### config.mk
export PLATFORM = sky130hd
export DESIGN_NAME = gpio_bank
export DESIGN_NICKNAME = d
export VERILOG_FILES = /design/src/rtl/gpio_bank_pkg.sv /design/src/rtl/gpio_bank_sync.sv /design/src/rtl/gpio_bank_regs.sv /design/src/rtl/gpio_bank_irq.sv /design/src/rtl/gpio_bank.sv
export SDC_FILE = /design/constraint.sdc
export NUM_CORES = 1
export LEC_CHECK = 0
export ABC_CLOCK_PERIOD_IN_PS = 3000
export BUFFER_PORTS_ARGS = -buffer_cell sky130_fd_sc_hd__buf_2
export CORE_UTILIZATION = 59
export CTS_BUF_LIST = sky130_fd_sc_hd__clkbuf_16
export CTS_CLUSTER_DIAMETER = 200
export DETAILED_ROUTE_END_ITERATION = 8
export MAX_ROUTING_LAYER = met4
export PLACE_DENSITY = 0.8
export REMOVE_ABC_BUFFERS = 1
export SETUP_SLACK_MARGIN = 0.05
export SLEW_MARGIN = 40
export SYNTH_ARGS = -nofsm -noshare
export SYNTH_HDL_FRONTEND = slang
export SYNTH_SLANG_ARGS = --single-unit
### constraint.sdc
create_clock -name clk -period 3 [get_ports clk]
set_clock_uncertainty 0.15 [all_clocks]
set_input_delay 0.6 -clock clk [delete_from_list [all_inputs] [get_ports clk]]
set_output_delay 0.6 -clock clk [all_outputs]
set_load 0.02 [all_outputs]
### src/rtl/gpio_bank_pkg.sv
// Shared offsets and trigger helpers for the pin port.
// Assumes word-aligned byte offsets within an 8-bit window.
package gpio_bank_pkg;

    localparam logic [7:0] OFS_DOUT  = 8'h00;
    localparam logic [7:0] OFS_DIN   = 8'h04;
    localparam logic [7:0] OFS_DIR   = 8'h08;
    localparam logic [7:0] OFS_DSET  = 8'h10;
    localparam logic [7:0] OFS_DCLR  = 8'h14;
    localparam logic [7:0] OFS_PEN   = 8'h18;
    localparam logic [7:0] OFS_PUP   = 8'h1C;
    localparam logic [7:0] OFS_IEN   = 8'h20;
    localparam logic [7:0] OFS_ISTAT = 8'h24;
    localparam logic [7:0] OFS_IMSK  = 8'h2C;
    localparam logic [7:0] OFS_ICLR  = 8'h30;
    localparam logic [7:0] OFS_ITYP  = 8'h34;
    localparam logic [7:0] OFS_IBOTH = 8'h38;
    localparam logic [7:0] OFS_ISNS  = 8'h3C;
    localparam logic [7:0] OFS_DBEN  = 8'h40;
    localparam logic [7:0] OFS_DBPS  = 8'h44;

    typedef enum logic [1:0] {
        TRIG_RISE  = 2'd0,
        TRIG_FALL  = 2'd1,
        TRIG_BOTH  = 2'd2,
        TRIG_LEVEL = 2'd3
    } trig_kind_e;

    // Resolve the three configuration bits of one pin into a trigger kind.
    function automatic trig_kind_e trig_kind(input logic lvl, input logic both,
                                             input logic sense);
        if (lvl)       return TRIG_LEVEL;
        else if (both) return TRIG_BOTH;
        else if (sense) return TRIG_FALL;
        else           return TRIG_RISE;
    endfunction

endpackage

### src/rtl/gpio_bank_sync.sv
// Input synchroniser for the pin port.
// Passes each pin through STAGES flops and keeps one extra delayed copy so
// that downstream logic can detect edges. Assumes STAGES >= 2.
module gpio_bank_sync #(
    parameter int unsigned NUM_PINS = 32,
    parameter int unsigned STAGES   = 2
) (
    input  logic                clk,
    input  logic                rst_n,
    input  logic [NUM_PINS-1:0] pin_async,
    output logic [NUM_PINS-1:0] pin_now,
    output logic [NUM_PINS-1:0] pin_prev
);

    localparam int unsigned CHAIN = STAGES + 1;

    logic [NUM_PINS-1:0] chain_q [CHAIN];

    generate
        for (genvar s = 0; s < CHAIN; s++) begin : g_stage
            if (s == 0) begin : g_first
                // First capture flop of the raw pad level.
                always_ff @(posedge clk) begin
                    if (!rst_n) chain_q[s] <= '0;
                    else        chain_q[s] <= pin_async;
                end
            end else begin : g_next
                // Following synchroniser or history flop.
                always_ff @(posedge clk) begin
                    if (!rst_n) chain_q[s] <= '0;
                    else        chain_q[s] <= chain_q[s-1];
                end
            end
        end
    endgenerate

    assign pin_now  = chain_q[STAGES-1];
    assign pin_prev = chain_q[STAGES];

    // the history copy is the synchronised value one cycle late
    a_r5_history_lag: assert property (@(posedge clk) disable iff (!rst_n)
        pin_prev == $past(pin_now))
        else $error("a_r5_history_lag");

endmodule

### src/rtl/gpio_bank_regs.sv
// Register file and read mux of the pin port.
// Holds every software-visible word, applies the set/clear aliases to the
// output word and produces a one-cycle clear vector for the status logic.
// Assumes NUM_PINS <= DATA_W and one access per cycle.
module gpio_bank_regs
    import gpio_bank_pkg::*;
#(
    parameter int unsigned NUM_PINS = 32,
    parameter int unsigned ADDR_W   = 8,
    parameter int unsigned DATA_W   = 32
) (
    input  logic                clk,
    input  logic                rst_n,
    input  logic                reg_wr,
    input  logic [ADDR_W-1:0]   reg_addr,
    input  logic [DATA_W-1:0]   reg_wdata,
    output logic [DATA_W-1:0]   reg_rdata,
    input  logic [NUM_PINS-1:0] din,
    input  logic [NUM_PINS-1:0] stat,
    output logic [NUM_PINS-1:0] dout_q,
    output logic [NUM_PINS-1:0] dir_q,
    output logic [NUM_PINS-1:0] pen_q,
    output logic [NUM_PINS-1:0] pup_q,
    output logic [NUM_PINS-1:0] ien_q,
    output logic [NUM_PINS-1:0] imsk_q,
    output logic [NUM_PINS-1:0] ityp_q,
    output logic [NUM_PINS-1:0] iboth_q,
    output logic [NUM_PINS-1:0] isns_q,
    output logic [NUM_PINS-1:0] clr_bits
);

    logic [NUM_PINS-1:0] wbits;
    logic [NUM_PINS-1:0] dben_q;
    logic [DATA_W-1:0]   dbps_q;

    // Decode one write-enable per offset.
    function automatic logic hit(input logic [ADDR_W-1:0] a, input logic [7:0] ofs);
        return a == ADDR_W'(ofs);
    endfunction

    assign wbits = reg_wdata[NUM_PINS-1:0];

    // Clear vector for the status bits: only during a write to the clear alias.
    assign clr_bits = (reg_wr && hit(reg_addr, OFS_ICLR)) ? wbits : '0;

    // Output word with whole-word load and per-bit set/clear aliases.
    always_ff @(posedge clk) begin
        if (!rst_n) begin
            dout_q <= '0;
        end else if (reg_wr) begin
            if (hit(reg_addr, OFS_DOUT))      dout_q <= wbits;
            else if (hit(reg_addr, OFS_DSET)) dout_q <= dout_q | wbits;
            else if (hit(reg_addr, OFS_DCLR)) dout_q <= dout_q & ~wbits;
        end
    end

    // Direction, pull and interrupt configuration words.
    always_ff @(posedge clk) begin
        if (!rst_n) begin
            dir_q   <= '0;
            pen_q   <= '0;
            pup_q   <= '0;
            ien_q   <= '0;
            imsk_q  <= '0;
            ityp_q  <= '0;
            iboth_q <= '0;
            isns_q  <= '0;
        end else if (reg_wr) begin
            if (hit(reg_addr, OFS_DIR))   dir_q   <= wbits;
            if (hit(reg_addr, OFS_PEN))   pen_q   <= wbits;
            if (hit(reg_addr, OFS_PUP))   pup_q   <= wbits;
            if (hit(reg_addr, OFS_IEN))   ien_q   <= wbits;
            if (hit(reg_addr, OFS_IMSK))  imsk_q  <= wbits;
            if (hit(reg_addr, OFS_ITYP))  ityp_q  <= wbits;
            if (hit(reg_addr, OFS_IBOTH)) iboth_q <= wbits;
            if (hit(reg_addr, OFS_ISNS))  isns_q  <= wbits;
        end
    end

    // Debounce storage words, kept only for software.
    always_ff @(posedge clk) begin
        if (!rst_n) begin
            dben_q <= '0;
            dbps_q <= '0;
        end else if (reg_wr) begin
            if (hit(reg_addr, OFS_DBEN)) dben_q <= wbits;
            if (hit(reg_addr, OFS_DBPS)) dbps_q <= reg_wdata;
        end
    end

    // Read mux; aliases and unmapped offsets return zero.
    always_comb begin
        reg_rdata = '0;
        case (reg_addr)
            ADDR_W'(OFS_DOUT):  reg_rdata = DATA_W'(dout_q);
            ADDR_W'(OFS_DIN):   reg_rdata = DATA_W'(din);
            ADDR_W'(OFS_DIR):   reg_rdata = DATA_W'(dir_q);
            ADDR_W'(OFS_PEN):   reg_rdata = DATA_W'(pen_q);
            ADDR_W'(OFS_PUP):   reg_rdata = DATA_W'(pup_q);
            ADDR_W'(OFS_IEN):   reg_rdata = DATA_W'(ien_q);
            ADDR_W'(OFS_ISTAT): reg_rdata = DATA_W'(stat);
            ADDR_W'(OFS_IMSK):  reg_rdata = DATA_W'(imsk_q);
            ADDR_W'(OFS_ITYP):  reg_rdata = DATA_W'(ityp_q);
            ADDR_W'(OFS_IBOTH): reg_rdata = DATA_W'(iboth_q);
            ADDR_W'(OFS_ISNS):  reg_rdata = DATA_W'(isns_q);
            ADDR_W'(OFS_DBEN):  reg_rdata = DATA_W'(dben_q);
            ADDR_W'(OFS_DBPS):  reg_rdata = dbps_q;
            default:            reg_rdata = '0;
        endcase
    end

    // bits written as ones through the set alias are high next cycle
    a_r3_set_alias: assert property (@(posedge clk) disable iff (!rst_n)
        (reg_wr && hit(reg_addr, OFS_DSET)) |=>
            ((dout_q & $past(wbits)) == $past(wbits)))
        else $error("a_r3_set_alias");

    // bits written as ones through the clear alias are low next cycle
    a_r4_clear_alias: assert property (@(posedge clk) disable iff (!rst_n)
        (reg_wr && hit(reg_addr, OFS_DCLR)) |=> ((dout_q & $past(wbits)) == '0))
        else $error("a_r4_clear_alias");

    // zero bits of either alias leave the output word unchanged
    a_r4_alias_keeps: assert property (@(posedge clk) disable iff (!rst_n)
        (reg_wr && (hit(reg_addr, OFS_DSET) || hit(reg_addr, OFS_DCLR))) |=>
            ((dout_q & ~$past(wbits)) == ($past(dout_q) & ~$past(wbits))))
        else $error("a_r4_alias_keeps");

endmodule

### src/rtl/gpio_bank_irq.sv
// Per-pin trigger detection, status latching and interrupt output.
// Each pin resolves its level/edge/both/sense configuration, latches a
// status bit while enabled, drops it on a write-one clear unless the trigger
// is present in the same cycle, and the unmasked status bits form irq.
// Assumes cur/prev come from the synchroniser (prev = cur one cycle late).
module gpio_bank_irq
    import gpio_bank_pkg::*;
#(
    parameter int unsigned NUM_PINS = 32
) (
    input  logic                clk,
    input  logic                rst_n,
    input  logic [NUM_PINS-1:0] cur,
    input  logic [NUM_PINS-1:0] prev,
    input  logic [NUM_PINS-1:0] ien,
    input  logic [NUM_PINS-1:0] imsk,
    input  logic [NUM_PINS-1:0] ityp,
    input  logic [NUM_PINS-1:0] iboth,
    input  logic [NUM_PINS-1:0] isns,
    input  logic [NUM_PINS-1:0] clr,
    output logic [NUM_PINS-1:0] status_q,
    output logic                irq
);

    logic [NUM_PINS-1:0] trig;
    logic [NUM_PINS-1:0] set_bits;
    logic [NUM_PINS-1:0] pend;

    generate
        for (genvar p = 0; p < NUM_PINS; p++) begin : g_pin
            // Trigger detector for one pin, chosen by its configuration.
            always_comb begin
                unique case (trig_kind(ityp[p], iboth[p], isns[p]))
                    TRIG_LEVEL: trig[p] = cur[p] ^ isns[p];
                    TRIG_BOTH:  trig[p] = cur[p] ^ prev[p];
                    TRIG_FALL:  trig[p] = prev[p] & ~cur[p];
                    default:    trig[p] = cur[p] & ~prev[p];
                endcase
            end
        end
    endgenerate

    assign set_bits = trig & ien;

    // Status latch: a present trigger wins over a clear in the same cycle.
    always_ff @(posedge clk) begin
        if (!rst_n) status_q <= '0;
        else        status_q <= (status_q & ~clr) | set_bits;
    end

    assign pend = status_q & ~imsk;

    // Single port interrupt line.
    always_comb begin
        irq = 1'b0;
        for (int i = 0; i < NUM_PINS; i++) irq = irq | pend[i];
    end

    // a disabled pin never turns its status bit on
    a_r9_disabled_quiet: assert property (@(posedge clk) disable iff (!rst_n)
        1'b1 |=> ((status_q & ~$past(status_q) & ~$past(ien)) == '0))
        else $error("a_r9_disabled_quiet");

    // an enabled trigger is latched on the next edge
    a_r7_trigger_latched: assert property (@(posedge clk) disable iff (!rst_n)
        1'b1 |=> (($past(trig & ien) & ~status_q) == '0))
        else $error("a_r7_trigger_latched");

    // a cleared bit without a coincident trigger reads zero next cycle
    a_r10_clear_drops: assert property (@(posedge clk) disable iff (!rst_n)
        (clr != '0) |=> ((status_q & $past(clr & ~set_bits)) == '0))
        else $error("a_r10_clear_drops");

    // with every pin masked the interrupt line stays low
    a_r11_all_masked: assert property (@(posedge clk) disable iff (!rst_n)
        (&imsk) |-> !irq)
        else $error("a_r11_all_masked");

    // the interrupt line is never raised without a pending status bit
    a_r11_irq_has_cause: assert property (@(posedge clk) disable iff (!rst_n)
        irq |-> (status_q != '0))
        else $error("a_r11_irq_has_cause");

endmodule

### src/rtl/gpio_bank.sv
// General-purpose pin port with per-pin interrupt detection.
// Ties the register file, the input synchroniser and the trigger/status
// logic together and drives the pad-side outputs. Assumes a single clock,
// synchronous active-low reset and NUM_PINS <= DATA_W.
module gpio_bank #(
    parameter int unsigned NUM_PINS    = 32,
    parameter int unsigned ADDR_W      = 8,
    parameter int unsigned DATA_W      = 32,
    parameter int unsigned SYNC_STAGES = 2
) (
    input  logic                clk,
    input  logic                rst_n,
    input  logic                reg_wr,
    input  logic [ADDR_W-1:0]   reg_addr,
    input  logic [DATA_W-1:0]   reg_wdata,
    output logic [DATA_W-1:0]   reg_rdata,
    input  logic [NUM_PINS-1:0] pin_in,
    output logic [NUM_PINS-1:0] pin_out,
    output logic [NUM_PINS-1:0] pin_oe,
    output logic [NUM_PINS-1:0] pad_pull_en,
    output logic [NUM_PINS-1:0] pad_pull_up,
    output logic                irq
);

    logic [NUM_PINS-1:0] pin_now;
    logic [NUM_PINS-1:0] pin_prev;
    logic [NUM_PINS-1:0] stat;
    logic [NUM_PINS-1:0] ien;
    logic [NUM_PINS-1:0] imsk;
    logic [NUM_PINS-1:0] ityp;
    logic [NUM_PINS-1:0] iboth;
    logic [NUM_PINS-1:0] isns;
    logic [NUM_PINS-1:0] clr_bits;

    gpio_bank_sync #(
        .NUM_PINS (NUM_PINS),
        .STAGES   (SYNC_STAGES)
    ) u_sync (
        .clk       (clk),
        .rst_n     (rst_n),
        .pin_async (pin_in),
        .pin_now   (pin_now),
        .pin_prev  (pin_prev)
    );

    gpio_bank_regs #(
        .NUM_PINS (NUM_PINS),
        .ADDR_W   (ADDR_W),
        .DATA_W   (DATA_W)
    ) u_regs (
        .clk       (clk),
        .rst_n     (rst_n),
        .reg_wr    (reg_wr),
        .reg_addr  (reg_addr),
        .reg_wdata (reg_wdata),
        .reg_rdata (reg_rdata),
        .din       (pin_now),
        .stat      (stat),
        .dout_q    (pin_out),
        .dir_q     (pin_oe),
        .pen_q     (pad_pull_en),
        .pup_q     (pad_pull_up),
        .ien_q     (ien),
        .imsk_q    (imsk),
        .ityp_q    (ityp),
        .iboth_q   (iboth),
        .isns_q    (isns),
        .clr_bits  (clr_bits)
    );

    gpio_bank_irq #(
        .NUM_PINS (NUM_PINS)
    ) u_irq (
        .clk      (clk),
        .rst_n    (rst_n),
        .cur      (pin_now),
        .prev     (pin_prev),
        .ien      (ien),
        .imsk     (imsk),
        .ityp     (ityp),
        .iboth    (iboth),
        .isns     (isns),
        .clr      (clr_bits),
        .status_q (stat),
        .irq      (irq)
    );

    // the port comes out of reset with outputs released and no interrupt
    a_r1_reset_quiet: assert property (@(posedge clk)
        !rst_n |=> (pin_oe == '0 && pin_out == '0 && !irq))
        else $error("a_r1_reset_quiet");

endmodule

**Yosys cells after proc, flatten, opt, wreduce, memory -nomap -nowiden**

Memories as Yosys holds them, arrays and structs flattened.
Index checks and enable logic that the tools add are counted.

- Add/sub/neg operators: 0
- Multipliers: 0
- Divide/modulo/power cells: 0
- $lt $le $gt $ge: 0
- Eq/ne operators: 111
- Shift-type cells: 0
- Multiplexer cells: 138
- Bitwise gates (word level): 235
- Reduce and logical (&&, ||, !) cells: 14

Operator list:

| cell | count |
|---|---|
| one-hot mux 32 bit (13 select lines) | 1 |
| two-way mux 32 bit | 7 |
| AND 32 bit | 4 |
| == test 2 bit (second input constant) | 64 |
| two-way mux 2 bit | 64 |
| NOT 32 bit | 3 |
| one-hot mux 1 bit (3 select lines) | 32 |
| AND 1 bit | 64 |
| == test 2 x 1 -> 1 bit (second input constant) | 32 |
| NOT 1 bit | 64 |
| OR 32 bit | 2 |
| XOR 1 bit | 64 |
| == test 8 x 6 -> 1 bit (second input constant) | 7 |
| two-way mux 1 bit | 34 |
| OR 1 bit | 34 |
| == test 8 x 5 -> 1 bit (second input constant) | 4 |
| AND reduction 2 bit | 11 |
| == test 8 x 7 -> 1 bit (second input constant) | 2 |
| == test 8 x 3 -> 1 bit (second input constant) | 1 |
| == test 8 x 4 -> 1 bit (second input constant) | 1 |
| zero test 8 bit | 1 |
| nonzero test 3 bit | 1 |
| logical AND 1 bit | 1 |

- Flip-flop bits (word level): 384
- Latch bits: 0
- Bits in writable memories: 96
- Memory bits (read-only): 0
- Input bits: 75
- Output and inout port bits: 161
- Word-level logic and storage cells: 511
- Memories: 1

Memory list:

| memory | words | width | rd ports | clocked after Yosys merged registers in | wr ports | RTL line | text |
|---|---|---|---|---|---|---|---|
| u_sync.chain_q | 3 | 32 | 3 | 0 | 3 | gpio_bank_sync.sv:17 | `logic [NUM_PINS-1:0] chain_q [CHAIN];` |

**Longest topological paths before layout**

Gate-level depths: netlist of run 1.

- Depth after elaboration: 33
- Gate-level depth with buffers: 8
- Depth with buffers taken out: 4

**Cells and area by module**

A second synthesis of run 1 with hierarchy kept.

- Cell total of the unflattened synthesis: 2,464
- Area, all modules: 20,393.3 um2

Modules (own cells, without submodules):

| module | times used | cells an instance | area an instance (um2) | sequential area each (um2) |
|---|---|---|---|---|
| gpio_bank_regs | 1 | 1,982 | 15,482.3 | 7,046.8 |
| gpio_bank_sync | 1 | 202 | 2,603.7 | 1,921.8 |
| gpio_bank_irq | 1 | 280 | 2,307.2 | 640.6 |

**Worst setup path before layout of run 1**

OpenSTA, ideal clock, no wires.

- Kind: input-to-output
- From: in reg_addr[6]
- To: out reg_rdata[29]
- Arrival: 2.205 ns
- Data required time: 2.250 ns
- Setup slack: 0.045 ns
- Stages: 6
- Buffers on the path: 2
- Cells stage by stage: buf_4 > clkbuf_1 > mux2_2 > a22oi_1 > a21oi_1 > or4_1

- Cells in the longest elaborated chain, start to end: 2
- Elaborated cells between the ends (all ways): 14
- Those cells by class: 12 x eq/ne; 1 x mux; 1 x reduce/logical

RTL lines:

| item | RTL line | text |
|---|---|---|
| from (decl) | gpio_bank.sv:14 | `input logic [ADDR_W-1:0] reg_addr,` |
| == test 8 x 7 -> 1 bit, or another cell as far along | gpio_bank_regs.sv:94 | `case (reg_addr)` |
| one-hot mux 32 bit (13 select lines) (*) | gpio_bank_regs.sv:94 |  |
| to (decl) | gpio_bank.sv:16 | `output logic [DATA_W-1:0] reg_rdata,` |

Mark *: on every way between the ends. The rest lies on a longest branch, timed or not.

==> results.md, run 1 <==
* Status: complete, but fails checks
* Failing checks: negative setup slack
* P_leak at roughly 0.011 µW
* Crit end category: primary output
* Detailed Routing Iterations Pass 1 at 8
* Most common cell after layout, fill and taps aside: nand2_1
* Tcrit/Tclk final at 101.2%
* Post-route antenna net violation count at 0
* R2R Path Start: u_regs.ityp_q[28]
* Number of buffers created by CTS at 50
* I/O pin total at about 240
* Yosys warns at 0
* Hold Path Origin: pin_in[4]
* Register Area at ~9600 µm²
* Sw frac at a little under a quarter
* Worst Tran Pin Value at between 0.6 and 0.7 ns
* Vias per cell at roughly 6.4
* Crit path max fanout at 2
* Clk Latency, worst-skew pair at just over 0.6 ns
* Setup violators final at 1
* Layout area overhead at 22.66%
* DR iter-0 viols at ~2,800
* Fmax at about 0.33 GHz
* Final WS setup at -0.03554 ns
* Root buf cell: clkbuf_16
* Synth Flop Type: dfxtp_1
* Seq pwr share at about half
* Area of the multi-input gates at 11,990 µm²
* Crit-path cells: mux2_2 > a32oi_1 > o22ai_1 > or4_4 > buf_6
* Slowest stage delay, CP at about 0.58 ns
* Tot Pwr at approximately 13,000 µW
* Largest family of logic cells by synthesized area: compound AO/OA/AOI/OAI gates
* Cell Int Power at ~10,000 µW
* Core area at ~38,000 µm²
* Register bit total from synthesis at 480
* Per-cell routed wire length at between 20 and 25 µm
* Maximum VDD drop at 0.0004129 V
* Clock tree buffer depth at 3
* Grt total ovfl at 0
* RSZ-0062 raised after global routing: true
* Commonest non-fill, non-tap cells in the layout: nand2_1, dfxtp_1, a21boi_1, buf_2, buf_4
* Synthesized instance count at 2,746
* Power density cells at 482.6 nW/µm²
* H-tree Lvls at 2
* Simple-gate share of the synthesized area at between 20% and 30%
* DPL Wire Length at 53,600 µm
* Hold Violations, Final at 0
* Seq/Total Area, Yosys at around 42%
* Slowest cell on crit path: or4_4
* Hold Buf Count CTS at 0
* Vias in the first global route at between 20,000 and 25,000
* Die Span Y at about 200 µm
* Gr usage total at approximately 42%
* Worst path required time at 2.25 ns
* Adder-cell share of the synthesized area at 0%
* Antenna violations before repair at 1
* Setup TNS at -0.03554 ns
* Clk slew on worst S/H paths at around 0.060 ns
* Die Width at ~200 µm
* Crit path buffers/inverters at 1
* GP Congestion at roughly 1
* CP top delay family: simple AND/OR/NAND/NOR gates
* Via count at 22,710
* Setup Crit Path Kind: reg2out
* Sw power at 3193 µW
* Pin count of the biggest net entering global routing at 125
* Total Wirelength at about 83,000 µm
* Synth async-reset ratio at 0%
* # rows at 71
* Yosys cell types at 66
* Combinational share of power at roughly 6.1%
* Max-Cap Viols at 0
* Post-Synthesis Cell Area at about 23,000 µm²
* Clock network fraction of total power at 45.7%
* First-pass GRT wire length at ~120,000 µm
* Multiplexer share of the synthesized area at 3.165%
* Max-slew headroom at ~58%
* DIE AREA at around 40,000 µm²
* PortBufs at roughly 240
* # fillers at 2,751
* DRC at 0
* CTS tree: done
* Area fraction in compound gates after synthesis at between 20% and 30%
* Util after Layout at between 70% and 80%
* Xor/xnor cell area share of the yosys netlist at less than 1%
* Startpoint types: register
* Worst path arrival time at 2.29 ns
* Final min period at roughly 3 ns
* Hold WS at 0.03778 ns
* Starting Density at about three fifths
* Slew Viols, Final at 0
* Syn avg cell area at 8.249 µm²
* Nets at roughly 3,100
* EDFF count, synth at 0
* Hold crit path type: in2reg
* CTS Sinks at 480
* Share of post-route cells with drive strength above 1 at between 20 and 25%
power groups by stage:
| stage | logic [µW] | registers, µW | clock network [µW] |
|---|---|---|---|
| after floorplan | 219 | 6600 | 0 |
| after global routing | 839 | 6470 | 6410 |
| final | 813 | 6470 | 6130 |
| after CTS | 730 | 6470 | 6120 |
| after global placement | 692 | 6610 | 0 |
| after detailed placement | 705 | 6610 | 0 |
final timing paths:
kind	cells past startpoint	end	slack, ns
max	5	reg_rdata[11]	-0.04
min reg2reg	1	u_sync.chain_q[1][2]	0.28
max reg2reg	4	u_irq.status_q[28]	1.63
min	2	u_sync.chain_q[0][4]	0.04
repair_timing:
action                                  in CTS  in global routing
setup buffers                                7                 14
resized for setup                           91                106
endpoints found under the setup margin      33                 33
gates cloned                                 0                  5
pin swaps                                   11                 40
flip-flops by register name (all words and copies together), names as in the netlist, named ones only:
register / count
u_sync.chain_q: 96
u_irq.status_q: 32
u_regs.dben_q: 32
u_regs.dbps_q: 32
u_regs.dir_q: 32
u_regs.iboth_q: 32
u_regs.ien_q: 32
u_regs.imsk_q: 32
u_regs.isns_q: 32
u_regs.ityp_q: 32
u_regs.pen_q: 32
u_regs.pup_q: 32
metrics by stage:
stage | std cells | cell area [µm²] | worst slack (ns)
after detailed placement | 3426 | 25140 | -0.2471
after global routing | 3541 | 27790 | -0.02880
final | 3541 | 27790 | -0.03554
after global placement | 3426 | 25140 | -0.2688
after CTS | 3521 | 27070 | 0.0009135
after floorplan | 2504 | 21580 | -1.615
synthesized netlist by cell type (all sizes together) (3+ instances only):
master | instances | area, µm²
a22o | 20 | 175.2
or4b | 4 | 40.04
mux2i | 39 | 390.4
nand2 | 670 | 2515
o21ai | 90 | 450.4
dfxtp | 480 | 9609
a32oi | 8 | 70.07
nor4b | 6 | 101.4
o211ai | 13 | 97.59
nor2 | 11 | 46.29
o22ai | 31 | 193.9
nor4 | 6 | 50.04
a221oi | 22 | 192.7
nor3 | 27 | 135.1
nand3b | 3 | 22.52
nand4 | 10 | 62.56
a22oi | 41 | 307.8
nor2b | 6 | 37.54
o221ai | 31 | 271.5
mux2 | 29 | 326.6
nand2b | 32 | 200.2
nand4b | 15 | 131.4
o21bai | 32 | 240.2
and3 | 36 | 225.2
a21oi | 40 | 200.2
inv | 128 | 480.5
or4 | 9 | 67.56
a2bb2oi | 7 | 61.31
buf | 91 | 509.2
nand3 | 49 | 245.2
o2bb2ai | 7 | 61.31
a21o | 31 | 232.7
a21boi | 383 | 2875
a32o | 36 | 360.4
nor3b | 23 | 207.7
clkbuf | 151 | 566.8
and2 | 98 | 613.1
and3b | 10 | 87.58
worst register-to-register path, delay by kind of cell (launching register included):
| family | cells | cell delay [ns] |
|---|---|---|
| AO/OA/AOI/OAI | 3 | 0.61 |
| flip-flops | 1 | 0.36 |
| AND/OR/NAND/NOR | 1 | 0.19 |
kinds of logic after synthesis:
kind of cell / Yosys count
buffers and inverters: 370
muxes: 68
DFF: 480
and+or+nand+nor: 1025
xor gates and xnor gates: 2
AOI/OAI and AO/OA: 801
metal layers:
metal | track usage, % | wire length, µm
met2 | 63.56 | 36970
met1 | 52.61 | 31690
met5 | - | 0
met4 | 23.63 | 4767
met3 | 8.942 | 10040
final cells by class:
type | instances | share of cell area (%)
repair buffers | 436 | 12.56
multi-input cells | 1896 | 43.13
clock inverters | 39 | 1.153
diodes | 1 | 0.009006
flip-flops and latches | 480 | 34.61
clock buffers | 50 | 4.503
well taps | 511 | 2.301
inverters | 128 | 1.729
No activity file was read; power rests on OpenSTA's default activity.
==> inputs of run 2 (changes only) <==
--- a/config.mk
+++ b/config.mk
@@ -11,8 +11,10 @@
 export CTS_BUF_LIST = sky130_fd_sc_hd__clkbuf_16
 export CTS_CLUSTER_DIAMETER = 200
 export DETAILED_ROUTE_END_ITERATION = 8
+export GPL_ROUTABILITY_DRIVEN = 0
 export MAX_ROUTING_LAYER = met4
 export PLACE_DENSITY = 0.8
+export RECOVER_POWER = 50
 export REMOVE_ABC_BUFFERS = 1
 export SETUP_SLACK_MARGIN = 0.05
 export SLEW_MARGIN = 40
==> run 2 against run 1 <==
  * The flow finishes with violations (design-rule violations, max-capacitance violations, max-slew violations, negative setup slack)
  * Die area stayed put
  * Cell count about the same
  * Via count increased by 1.7%
  * First-iteration DRC count increased by 9.3%
  * Sequential power is essentially flat
  * Global-route usage about the same
  * Critical path depth is 4 higher
  * Utilization decreased by 0.77 points
  * Clock power down 4.9%
  * Largest power group unchanged
==> results.md, run 2 (synthesis results as in run 1) <==
* Number of buffers created by CTS at 50
* Clk Latency, worst-skew pair at around 0.60 ns
* Gr usage total at between 40% and 50%
* Power density cells at 477.2 nW/µm²
* # rows at between 70 and 80
* Sw frac at between 20% and 30%
* Final min period at just over 3 ns
* Post-route design area at around 27,000 µm²
* Setup Crit Path Kind: in2out
* Pin count of the biggest net entering global routing at 139
* Tcrit/Tclk final at 102.0%
* Per-cell routed wire length at roughly 24 µm
* DIE AREA at 39,180 µm²
* Total Wirelength at around 84,000 µm
* Slew Viols, Final at 100
* Vias in the first global route at ~22,000
* Share of post-route cells with drive strength above 1 at approximately 17%
* Sw power at 3128 µW
* Die Span Y at around 200 µm
* Crit path max fanout at 8
* Root buf cell: clkbuf_16
* Hold Violations, Final at 0
* Startpoint types: primary input
* DPL Wire Length at around 54,000 µm
* Antenna violations before repair at 2
* Most common cell after layout, fill and taps aside: nand2_1
* Nets at slightly above 3,000
* # fillers at roughly 2,800
* Detailed Routing Iterations Pass 1 at 9
* Clock tree buffer depth at 3
* Maximum VDD drop at between 0.0004 and 0.0005 V
* Combinational share of power at 6.2%
* Final WS setup at -0.06046 ns
* Clk slew on worst S/H paths at ~0.070 ns
* DRC at 2
* Setup violators final at 8
* Hold crit path type: in2reg
* Post-Place Worst Slack at -0.1622 ns
* Max reg flops at 96
* Layout area overhead at 21.38%
* Largest Register: u_sync.chain_q
* Worst path required time at 2.25 ns
* Via count at around 23,000
* P_leak at 0.01003 µW
* Worst Tran Pin Value at 1.844 ns
* Seq pwr share at about half
* Worst path arrival time at roughly 2.3 ns
* Clock network fraction of total power at 44.4%
* Max-Cap Viols at 1
* CTS tree: done
* Failing checks: design-rule violations, max-capacitance violations, max-slew violations, negative setup slack
* Max-slew headroom at -22.96%
* First-pass GRT wire length at about 120,000 µm
* I/O pin total at approximately 240
* CTS Sinks at 480
* RSZ-0062 raised after global routing: true
* Placed Area at 25,180 µm²
* Grt total ovfl at 0
* Fmax at between 0.3 and 0.4 GHz
* Die Width at around 200 µm
* Commonest non-fill, non-tap cells in the layout: nand2_1, dfxtp_1, a21boi_0, a21boi_1, buf_4
* PortBufs at between 200 and 250
* Starting Density at ~60%
* H-tree Lvls at 2
* Core area at about 38,000 µm²
* Crit end category: primary output
* Vias per cell at approximately 6.5
* Cell Int Power at about 10000 µW
* Status: complete, but fails checks
* Hold Buf Count CTS at 0
* DR iter-0 viols at between 3,000 and 4,000
* Post-route antenna net violation count at 0
run 2: timing repair:
item                       4_1_cts  5_1_grt
buffers inserted                 9       13
resized for setup               86       94
setup endpoints to repair       33       31
gates cloned                     0        5
pin swaps                       16       29
run 2: metrics by stage:
stage	instances	utilization [%]	TNS, ns	total power (µW)	hold WS, ns
final	3544	72.83	-0.2482	13120	0.05854
after global routing	3544	72.83	-0.4242	13420	0.06012
after CTS	3525	71.63	0	13040	0.04672
after detailed placement	3428	66.70	-3.514	7321	0.2684
after floorplan	2504	-	-279.69	6817	0.2618
after global placement	3428	66.70	-2.786	7304	0.2673
run 2: worst paths after layout:
check / slack, ns / startpoint / end / depth (start not counted)
min reg2reg: 0.28 / u_sync.chain_q[0][13] / u_sync.chain_q[1][13] / 1
max: -0.06 / reg_addr[7] / reg_rdata[23] / 9
max reg2reg: 1.61 / u_sync.chain_q[1][31] / u_irq.status_q[31] / 4
min: 0.06 / pin_in[17] / u_sync.chain_q[0][17] / 2
run 2: power by group through the flow:
stage / logic, µW / registers, µW / clock network (µW)
final: 817 / 6470 / 5830
after global routing: 841 / 6470 / 6110
after CTS: 738 / 6470 / 5840
after detailed placement: 712 / 6610 / 0
after global placement: 697 / 6610 / 0
after floorplan: 219 / 6600 / 0
run 2: critical path: stages:
cell and delay, ns:
buf_12 0.12, buf_12 0.13, buf_8 0.12, nor4_2 0.48, buf_4 0.25, a32oi_1 0.12, nand2b_1 0.21, nand3_2 0.13
buf_6 0.12
run 2: cell type report:
type                    instances  area (µm²)  area share, %
clock buffers                  51        1276          4.642
well taps                     511       639.4          2.325
inverters                     128       480.5          1.747
repair buffers                438        3303          12.01
clock inverters                38       220.2         0.8009
flip-flops and latches        480        9617          34.98
diodes                          2       5.005        0.01820
multi-input cells            1896       11950          43.48
run 2: routing by layer:
layer / routed length [µm] / vias up / global-route usage [%]
met4: 6193 / 0 / 29.06
met3: 10870 / 483 / 8.312
met2: 36820 / 1795 / 63.28
li1: - / 9946 / -
met1: 30390 / 10860 / 51.31
met5: 0 / - / -
